[config.mk]
export PLATFORM = sky130hd
export DESIGN_NAME = timer_regif
export DESIGN_NICKNAME = d
export VERILOG_FILES = /design/src/rtl/timer_regif_pkg.sv /design/src/rtl/timer_regif_ctrl.sv /design/src/rtl/timer_regif_dp.sv /design/src/rtl/timer_regif.sv
export SDC_FILE = /design/constraint.sdc
export NUM_CORES = 1
export LEC_CHECK = 0
export ABC_AREA = 1
export BUFFER_PORTS_ARGS = -buffer_cell sky130_fd_sc_hd__buf_2
export CAP_MARGIN = 20
export CORE_ASPECT_RATIO = 0.6
export CORE_MARGIN = 10
export CORE_UTILIZATION = 45
export DETAILED_ROUTE_END_ITERATION = 16
export GPL_TIMING_DRIVEN = 0
export MAX_ROUTING_LAYER = met4
export PLACE_DENSITY = 0.71
export SLEW_MARGIN = 20
export SYNTH_ARGS = -nofsm -noshare
export SYNTH_HDL_FRONTEND = slang
export SYNTH_SLANG_ARGS = --single-unit
[constraint.sdc]
create_clock -name clk -period 3.05 [get_ports clk]
set_input_delay 0.305 -clock clk [delete_from_list [all_inputs] [get_ports clk]]
set_output_delay 0.305 -clock clk [all_outputs]
set_load 0.005 [all_outputs]
[src/rtl/timer_regif_pkg.sv]
`timescale 1ns/1ps
package timer_regif_pkg;
  localparam int NUM_CH  = 3;            // fixed by the read-back select bits
  localparam int CNT_W   = 16;
  localparam int LOAD_W  = CNT_W + 1;
  localparam int MODE_W  = 3;
  localparam logic [1:0] CTRL_ADDR = 2'd3;

  localparam logic [1:0] ACC_LATCH = 2'd0;
  localparam logic [1:0] ACC_LO    = 2'd1;
  localparam logic [1:0] ACC_HI    = 2'd2;
  localparam logic [1:0] ACC_WORD  = 2'd3;

  typedef enum logic [1:0] {
    HOLD_NONE = 2'd0,
    HOLD_LO   = 2'd1,
    HOLD_HI   = 2'd2,
    HOLD_WORD = 2'd3
  } holdSt_t;

  typedef struct packed {
    logic [NUM_CH-1:0] cfgWr;
    logic [NUM_CH-1:0] latchCnt;
    logic [NUM_CH-1:0] latchSts;
    logic [NUM_CH-1:0] dataWr;
    logic [NUM_CH-1:0] dataRd;
  } regStb_t;
endpackage

[src/rtl/timer_regif_ctrl.sv]
`timescale 1ns/1ps
module timer_regif_ctrl
  import timer_regif_pkg::*;
(
  input  logic [1:0] addr,
  input  logic       wrEn,
  input  logic       rdEn,
  input  logic [7:1] ctrlByte,
  output regStb_t    stb
);
  logic [1:0] chSel;
  logic [1:0] accSel;
  assign chSel  = ctrlByte[7:6];
  assign accSel = ctrlByte[5:4];

  always_comb begin
    stb = '0;
    if (wrEn) begin
      if (addr == CTRL_ADDR) begin
        if (chSel == 2'd3) begin
          for (int ch = 0; ch < NUM_CH; ch++) begin
            if (ctrlByte[ch+1]) begin
              stb.latchCnt[ch] = !ctrlByte[5];
              stb.latchSts[ch] = !ctrlByte[4];
            end
          end
        end else if (accSel == ACC_LATCH) begin
          stb.latchCnt[chSel] = 1'b1;
        end else begin
          stb.cfgWr[chSel] = 1'b1;
        end
      end else begin
        stb.dataWr[addr] = 1'b1;
      end
    end
    if (rdEn && addr != CTRL_ADDR) begin
      stb.dataRd[addr] = 1'b1;
    end
  end
endmodule

[src/rtl/timer_regif_dp.sv]
`timescale 1ns/1ps
module timer_regif_dp
  import timer_regif_pkg::*;
(
  input  logic                     clk,
  input  logic                     rst,
  input  regStb_t                  stb,
  input  logic [7:0]               wrData,
  input  logic [NUM_CH*CNT_W-1:0]  liveCount,
  input  logic [NUM_CH-1:0]        outLevel,
  output logic [7:0]               rdData,
  output logic [NUM_CH-1:0]        loadStb,
  output logic [NUM_CH*LOAD_W-1:0] loadCount,
  output logic [NUM_CH*MODE_W-1:0] modeOut
);
  logic [NUM_CH*8-1:0] chanBytes;

  for (genvar i = 0; i < NUM_CH; i++) begin : g_ch
    logic [1:0]        acc;
    logic [MODE_W-1:0] mode;
    logic              bcd;
    logic              wrHiNext;
    logic              rdHiNext;
    logic [7:0]        lowHold;
    holdSt_t           cntSt;
    logic [CNT_W-1:0]  cntHold;
    logic              stsHeld;
    logic [7:0]        stsHold;
    logic              ldStbR;
    logic [LOAD_W-1:0] ldCntR;
    logic [CNT_W-1:0]  live;
    logic [CNT_W-1:0]  rawCnt;
    logic              doLoad;
    logic [LOAD_W-1:0] nextLoad;
    logic [7:0]        byteOut;

    assign live = liveCount[i*CNT_W +: CNT_W];

    always_comb begin
      doLoad = 1'b0;
      rawCnt = '0;
      if (stb.dataWr[i]) begin
        case (acc)
          ACC_HI: begin
            doLoad = 1'b1;
            rawCnt = {wrData, 8'h00};
          end
          ACC_WORD: begin
            doLoad = wrHiNext;
            rawCnt = {wrData, lowHold};
          end
          default: begin
            doLoad = 1'b1;
            rawCnt = {8'h00, wrData};
          end
        endcase
      end
      nextLoad = (rawCnt == '0) ? (LOAD_W'(1) << CNT_W) : {1'b0, rawCnt};
    end

    always_comb begin
      if (stsHeld) begin
        byteOut = stsHold;
      end else begin
        case (cntSt)
          HOLD_LO, HOLD_WORD: byteOut = cntHold[7:0];
          HOLD_HI:            byteOut = cntHold[15:8];
          default: begin
            case (acc)
              ACC_HI:   byteOut = live[15:8];
              ACC_WORD: byteOut = rdHiNext ? live[15:8] : live[7:0];
              default:  byteOut = live[7:0];
            endcase
          end
        endcase
      end
    end

    always_ff @(posedge clk) begin
      if (rst) begin
        acc      <= ACC_LO;
        mode     <= '0;
        bcd      <= 1'b0;
        wrHiNext <= 1'b0;
        rdHiNext <= 1'b0;
        lowHold  <= '0;
        cntSt    <= HOLD_NONE;
        cntHold  <= '0;
        stsHeld  <= 1'b0;
        stsHold  <= '0;
        ldStbR   <= 1'b0;
        ldCntR   <= '0;
      end else begin
        ldStbR <= doLoad;
        if (doLoad) ldCntR <= nextLoad;

        if (stb.cfgWr[i]) begin
          acc      <= wrData[5:4];
          mode     <= wrData[3:1];
          bcd      <= wrData[0];
          wrHiNext <= 1'b0;
          rdHiNext <= 1'b0;
        end

        if (stb.dataWr[i] && acc == ACC_WORD) begin
          if (!wrHiNext) lowHold <= wrData;
          wrHiNext <= !wrHiNext;
        end

        if (stb.latchCnt[i] && cntSt == HOLD_NONE) begin
          cntHold <= live;
          case (acc)
            ACC_HI:   cntSt <= HOLD_HI;
            ACC_WORD: cntSt <= HOLD_WORD;
            default:  cntSt <= HOLD_LO;
          endcase
        end

        if (stb.latchSts[i] && !stsHeld) begin
          stsHeld <= 1'b1;
          stsHold <= {outLevel[i], 1'b0, acc, mode, bcd};
        end

        if (stb.dataRd[i]) begin
          if (stsHeld) begin
            stsHeld <= 1'b0;
          end else if (cntSt != HOLD_NONE) begin
            cntSt <= (cntSt == HOLD_WORD) ? HOLD_HI : HOLD_NONE;
          end else if (acc == ACC_WORD) begin
            rdHiNext <= !rdHiNext;
          end
        end
      end
    end

    assign chanBytes[i*8 +: 8]              = byteOut;
    assign loadStb[i]                       = ldStbR;
    assign loadCount[i*LOAD_W +: LOAD_W]    = ldCntR;
    assign modeOut[i*MODE_W +: MODE_W]      = mode;
  end

  always_comb begin
    rdData = '0;
    for (int i = 0; i < NUM_CH; i++) begin
      if (stb.dataRd[i]) rdData = rdData | chanBytes[i*8 +: 8];
    end
  end
endmodule

[src/rtl/timer_regif.sv]
`timescale 1ns/1ps
module timer_regif
  import timer_regif_pkg::*;
(
  input  logic                     clk,
  input  logic                     rst,
  input  logic [1:0]               addr,
  input  logic                     wrEn,
  input  logic [7:0]               wrData,
  input  logic                     rdEn,
  output logic [7:0]               rdData,
  input  logic [NUM_CH*CNT_W-1:0]  liveCount,
  input  logic [NUM_CH-1:0]        outLevel,
  output logic [NUM_CH-1:0]        loadStb,
  output logic [NUM_CH*LOAD_W-1:0] loadCount,
  output logic [NUM_CH*MODE_W-1:0] modeOut
);
  regStb_t stb;

  timer_regif_ctrl u_ctrl (
    .addr     (addr),
    .wrEn     (wrEn),
    .rdEn     (rdEn),
    .ctrlByte (wrData[7:1]),
    .stb      (stb)
  );

  timer_regif_dp u_dp (
    .clk       (clk),
    .rst       (rst),
    .stb       (stb),
    .wrData    (wrData),
    .liveCount (liveCount),
    .outLevel  (outLevel),
    .rdData    (rdData),
    .loadStb   (loadStb),
    .loadCount (loadCount),
    .modeOut   (modeOut)
  );
endmodule

==> impl_metrics.toml, run 1 <==
[status]
outcome = "complete, no violations"

[layout]
multi_input_comb_area_mm2 = 0.00383
post_route_cells_drive_above_1_share_pct = 18.1
nets = 1379
layout.area.seq_mm2 = 0.00360
fill_cells = 1767
fin_cells = 1568
syn2layout_area_growth_pct = 18.6

[clocking]
clock_sink_count = 180
clock_buffer_count_from_cts = 17
cts_resized = 0
htreeDepth = 4
clk_transition_reported_paths_ps = 70
cts_tree = "done"
cts.root.buffer_cell = "clkbuf_16"
buffer_depth_of_the_longest_clock_path = 2
worstSkewPairLatency_ps = 440
post-cts-setup-buffers = 0
cts-hold-fix-buffers = 0

[die]
chipHeight_um = 125
initial_utilization_pct = 45.8
fp-row-count = 38
die_area_mm2 = 0.0243
io-pin-count = 136
die_w_um = 195
core_region_area_mm2 = 0.0180

[grt]
groute.usage.overall_pct = 22.3
grt_max_degree = 18
grt_overflow = 0
grt_first_pass_wirelength_um = 42700
antenna_found_initial = 1
first_global_vias = 7932

[pwr]
swShare_pct = 26.4
p_sw_mw = 1.33
leakage_nw = 4.22
power_density_mw_per_mm2 = 513
total_power_mw = 5.02
sequential_power_share_pct = 47.9
share_comb_of_total_power_pct = 8.4
ir_worst_vdd_uv = 401
clkPwrFrac_pct = 43.7
cell_internal_pwr_mw = 3.70

[placed_design]
placer_congestion = 0.903
post-dp-hpwl_um = 20600
placedCellCount = 1535
io_buffers = 129
pre_cts_setup_slack_ps = 871

[detailed_routing]
detail_route.wirelength_um = 27600
routed_wire_length_per_instance_um = 17.6
dr_total_vias = 8631
drt-vias-per-instance = 5.50
route.antenna.remaining_nets = 0
dr.first_iter.drc_count = 884
drt_pass1_iterations = 6
detail_route.drc_violations = 0

[synth]
netlist-cell-type-count = 37
synth_edf_count = 0
synth_sequential_area_ratio_pct = 43.7
yosysWarnings = 0
number_of_instances_in_the_synthesized_netlist = 1166
mappedNetlistArea_mm2 = 0.00825
ys_ff_latch = 180
synth_ff_type = "dfxtp_1"
synthesis.area_per_instance_um2 = 7.08
synth_nets = 1231
synthArstFlopShare_pct = 0

[critical_path]
cp.arrival_ps = 2410
max_stage_delay_ps = 460
path_buf_inv = 2
cell_with_the_largest_stage_delay_on_the_worst_path = "dfxtp_1"
worstPathRequired_ps = 2740
critical_path.endpoint_type = "output pin"
timing.critical_path.cells = "nand2_1 -> nand2_1 -> clkbuf_1 -> o21ai_0 -> o21ai_0 -> o211ai_1 -> nand3_1 -> buf_2"
crit_type = "flop to output pin"
path_delay_family = "compound AO/OA/AOI/OAI gates"
peak_fanout_along_the_critical_path = 10
setup.worst_path.start_class = "flop"

[sta]
maxClockFrequency_ghz = 0.369
rsz0062_at_grt = "no"
worst_pin_slew_ps = 822
final_critical_path_setup_slack_ps = 339
fin_skew_ps = 10.4
timing_hold_violations_final = 0
worst_slew_margin_rel_pct = 45.2
tns_ps = 0
fin_crit_ps = 2710
setup_viol_count_final = 0
timing.final.max_slew_violations = 0
post-route-period-util_pct = 88.9

[run]
max_cap_violations = 0

[worst_hold_path]
hp-class = "primary input to flop"
cells by family (layout without fill, tap and decap cells):
logic type / Yosys count / count (layout) / synth area share, %
flops: 180 / 180 / 43.7
simple gates: 436 / 436 / 22.9
other cells: 0 / 1 / 0
compound gates: 356 / 356 / 23.5
buf+inv: 194 / 355 / 9.92
power by group through the flow:
| stage | sequential, mW | combinational (mW) | clock [mW] |
|---|---|---|---|
| after floorplan | 2.45 | 0.230 | 0 |
| after global placement | 2.46 | 0.406 | 0 |
| after detailed placement | 2.46 | 0.410 | 0 |
| after CTS | 2.40 | 0.413 | 2.22 |
| after global routing | 2.41 | 0.461 | 2.31 |
| final | 2.40 | 0.421 | 2.20 |
synth_stat cells, drive strengths merged, types with 8 or more instances:
cell type | n | area share (%)
a211oi | 17 | 1.5
a21oi | 157 | 9.6
a22oi | 8 | 0.73
buf | 42 | 3.0
clkbuf | 27 | 1.2
clkinv | 10 | 0.50
dfxtp | 180 | 44
inv | 115 | 5.2
nand2 | 195 | 9.0
nand3 | 95 | 6.1
nor2 | 132 | 6.6
o211ai | 16 | 1.5
o21ai | 147 | 9.1
state kept, by name, indices dropped and copies added (netlist names):
register and cells:
u_dp.g_ch.ldCntR 51, u_dp.g_ch.cntHold 48, u_dp.g_ch.lowHold 24, u_dp.g_ch.stsHold 21
u_dp.g_ch.mode 9, u_dp.g_ch.acc 6, u_dp.g_ch.cntSt 6, u_dp.g_ch.bcd 3
u_dp.g_ch.ldStbR 3, u_dp.g_ch.rdHiNext 3, u_dp.g_ch.stsHeld 3, u_dp.g_ch.wrHiNext 3
final cells by class:
class | instances | share of cell area, %
multi-input combinational | 792 | 39.1
sequential | 180 | 36.8
timing repair buffer | 129 | 6.60
inverter | 125 | 4.83
clock buffer | 18 | 4.49
buffer | 69 | 3.53
tap | 240 | 3.07
clock inverter | 14 | 1.47
antenna | 1 | 0.0256
metrics by stage:
stage                     util (%)  area, um^2  hold WS (ps)
after floorplan                  -        8250           424
after global placement        51.0        9200           435
after detailed placement      51.0        9200           440
after CTS                     54.3        9780           110
after global routing          54.3        9780           123
final                         54.3        9780           115
worst reg2reg max path, stage by stage, from the launching register on:
cell      delay, ps
dfxtp_1         300
buf_2           180
nor2_1          460
nand3_2         310
clkinv_2        220
buf_6           170
nor2_1           50
nor2_1          110
layer usage:
metal  global-route usage, %  wire length, um
met1                    32.9            13900
met2                    29.1            10900
met3                    5.16             2590
met4                    5.95              312
met5                       -                0
placed cells by master, fill, tap and decap left out, types with 4 or more instances in the layout:
master	count
buf_4	9
clkinv_2	5
a21oi_1	156
inv_1	105
clkbuf_16	17
nand2_1	191
inv_2	10
nand2_2	4
nor2_4	6
o211ai_1	16
nand4_1	7
clkinv_4	4
nand3_1	91
clkinv_1	7
inv_6	4
a211oi_1	17
clkbuf_1	27
a22oi_1	8
o21ai_0	133
nor2_1	123
o21ai_1	11
dfxtp_1	180
buf_2	159
worst paths after layout:
check                                               end  slack [ps]                    start  cells past startpoint
worst max-delay path                          rdData[1]         340      u_dp.g_ch[1].acc[0]                      8
worst min-delay path            u_dp.g_ch[2].cntHold[6]         120            liveCount[38]                      3
worst max register to register  u_dp.g_ch[1].cntHold[9]        1190    u_dp.g_ch[1].cntSt[1]                      7
worst min register to register  u_dp.g_ch[1].lowHold[3]         450  u_dp.g_ch[1].lowHold[3]                      2
(Power assumes the default switching activity.)
==> inputs of run 2 (changes only) <==
==> constraint.sdc (replaced) <==
create_clock -name clk -period 3.05 [get_ports clk]
set_input_delay 0.305 -clock clk [delete_from_list [all_inputs] [get_ports clk]]
set_output_delay 0.305 -clock clk [all_outputs]
set_load 0.1 [all_outputs]
==> impl_metrics.toml, run 2 (synthesized netlist as in run 1, its figures left out) <==
[critical_path]
path_buf_inv = 2
stages_on_worst_setup_path = 8
worstPathRequired_ps = 2740
cp.arrival_ps = 2640
peak_fanout_along_the_critical_path = 10
path_delay_family = "buffers and inverters"
ff2ff_path_depth = 7
timing.critical_path.cells = "nand2_1 -> nand2_1 -> clkbuf_1 -> o21ai_0 -> o21ai_0 -> o211ai_1 -> nand3_1 -> clkbuf_4"
max_stage_delay_ps = 460
setup.worst_path.start_class = "flop"
cell_with_the_largest_stage_delay_on_the_worst_path = "dfxtp_1"
critical_path.endpoint_type = "output pin"
crit_type = "flop to output pin"

[clocking]
cts.root.buffer_cell = "clkbuf_16"
cts_tree = "done"
buffer_depth_of_the_longest_clock_path = 2
htreeDepth = 4
clock_buffer_count_from_cts = 17
worstSkewPairLatency_ps = 440
clk_transition_reported_paths_ps = 70
cts-hold-fix-buffers = 0
cts_resized = 0
clock_sink_count = 180
post-cts-setup-buffers = 0

[detailed_routing]
dr.first_iter.drc_count = 940
dr_total_vias = 8632
drt-vias-per-instance = 5.51
detail_route.drc_violations = 0
detail_route.wirelength_um = 27700
routed_wire_length_per_instance_um = 17.6
drt_pass1_iterations = 5
route.antenna.remaining_nets = 0

[layout]
reg_top3 = "u_dp.g_ch.ldCntR: 51 flops, u_dp.g_ch.cntHold: 48 flops, u_dp.g_ch.lowHold: 24 flops"
final_cell_mix = "nand2_1, dfxtp_1, buf_2, a21oi_1, o21ai_0"
layout.cells.most_common = "nand2_1"
final_area_mm2 = 0.00979
largest_register = "u_dp.g_ch.ldCntR"
post_route_cells_drive_above_1_share_pct = 18.2
fill_cells = 1770
largest_register_ffs = 51
syn2layout_area_growth_pct = 18.7
multi_input_comb_area_mm2 = 0.00383
layout.area.seq_mm2 = 0.00360
nets = 1379

[worst_hold_path]
hp-class = "primary input to flop"
timing.hold.worst_path_depth = 3

[grt]
first_global_vias = 7932
groute.usage.overall_pct = 22.3
met2_usage_pct = 29.1
grt_busiest_layer = "met1"
grt_overflow = 0
antenna_found_initial = 1
gr-usage-met1_pct = 32.9
grt_max_degree = 18
grt_first_pass_wirelength_um = 42700
global_route_met3_usage_pct = 5.16

[sta]
rsz0062_at_grt = "no"
timing_hold_violations_final = 0
post-route-period-util_pct = 96.5
worst_hold_slack_ps = 114
fin_skew_ps = 9.73
tns_ps = 0
worst_slew_margin_rel_pct = 46.0
maxClockFrequency_ghz = 0.340
worst_pin_slew_ps = 810
fin_crit_ps = 2940
setup_viol_count_final = 0
timing.final.max_slew_violations = 0

[die]
die_w_um = 195
fp-row-count = 38
core_region_area_mm2 = 0.0180
io-pin-count = 136
chipHeight_um = 125
die_area_mm2 = 0.0243
initial_utilization_pct = 45.8

[pwr]
ir_worst_vdd_uv = 403
power_density_mw_per_mm2 = 534
leakage_nw = 4.23

[status]
outcome = "complete, no violations"

[placed_design]
post_dp_cell_area_mm2 = 0.00920
post-dp-hpwl_um = 20600
io_buffers = 129
placer_congestion = 0.903

[run]
max_cap_violations = 0
-- run 2: per-layer routing --
metal / vias up / part of all wire, % / wire length (um)
li1: 4176 / - / -
met4: 0 / 1.3 / 359
met1: 3993 / 50 / 13900
met2: 428 / 39 / 10800
met3: 35 / 9.4 / 2600
met5: - / 0 / 0
-- run 2: stage by stage --
step	std cells	power, mW	setup slack, ps	util (%)
floorplan	1166	2.88	323	-
global placement	1535	3.06	599	51.0
detailed placement	1535	3.07	557	51.0
CTS	1567	5.23	79.1	54.3
global route	1568	5.38	1.20	54.3
finish	1568	5.23	107	54.3
-- run 2: worst min-delay path, stage by stage --
cell and delay, ps:
buf_2 90, o21ai_1 60, nor2_1 70
-- run 2: path summary, 6_finish.rpt --
| path | startpoint | to | slack [ps] |
|---|---|---|---|
| worst max-delay path | u_dp.g_ch[1].acc[0] | rdData[1] | 110 |
| worst min-delay path | liveCount[37] | u_dp.g_ch[2].cntHold[5] | 110 |
| worst max register to register | u_dp.g_ch[2].acc[0] | u_dp.g_ch[2].lowHold[7] | 1240 |
| worst min register to register | u_dp.g_ch[1].lowHold[4] | u_dp.g_ch[1].lowHold[4] | 450 |
-- run 2: report_power, final --
group          switching [mW]  internal (mW)
Combinational           0.484          0.138
Sequential             0.0202           2.38
Clock                    1.03           1.18
Total                    1.53           3.70
-- run 2: layout make-up --
class / count / area share [%]
diodes: 1 / 0.0256
plain buffers: 69 / 3.53
clock buffers: 18 / 4.49
clock inverters: 14 / 1.47
inverters: 125 / 4.83
multi-input cells: 792 / 39.1
flip-flops and latches: 180 / 36.8
well taps: 240 / 3.07
repair buffers: 129 / 6.65
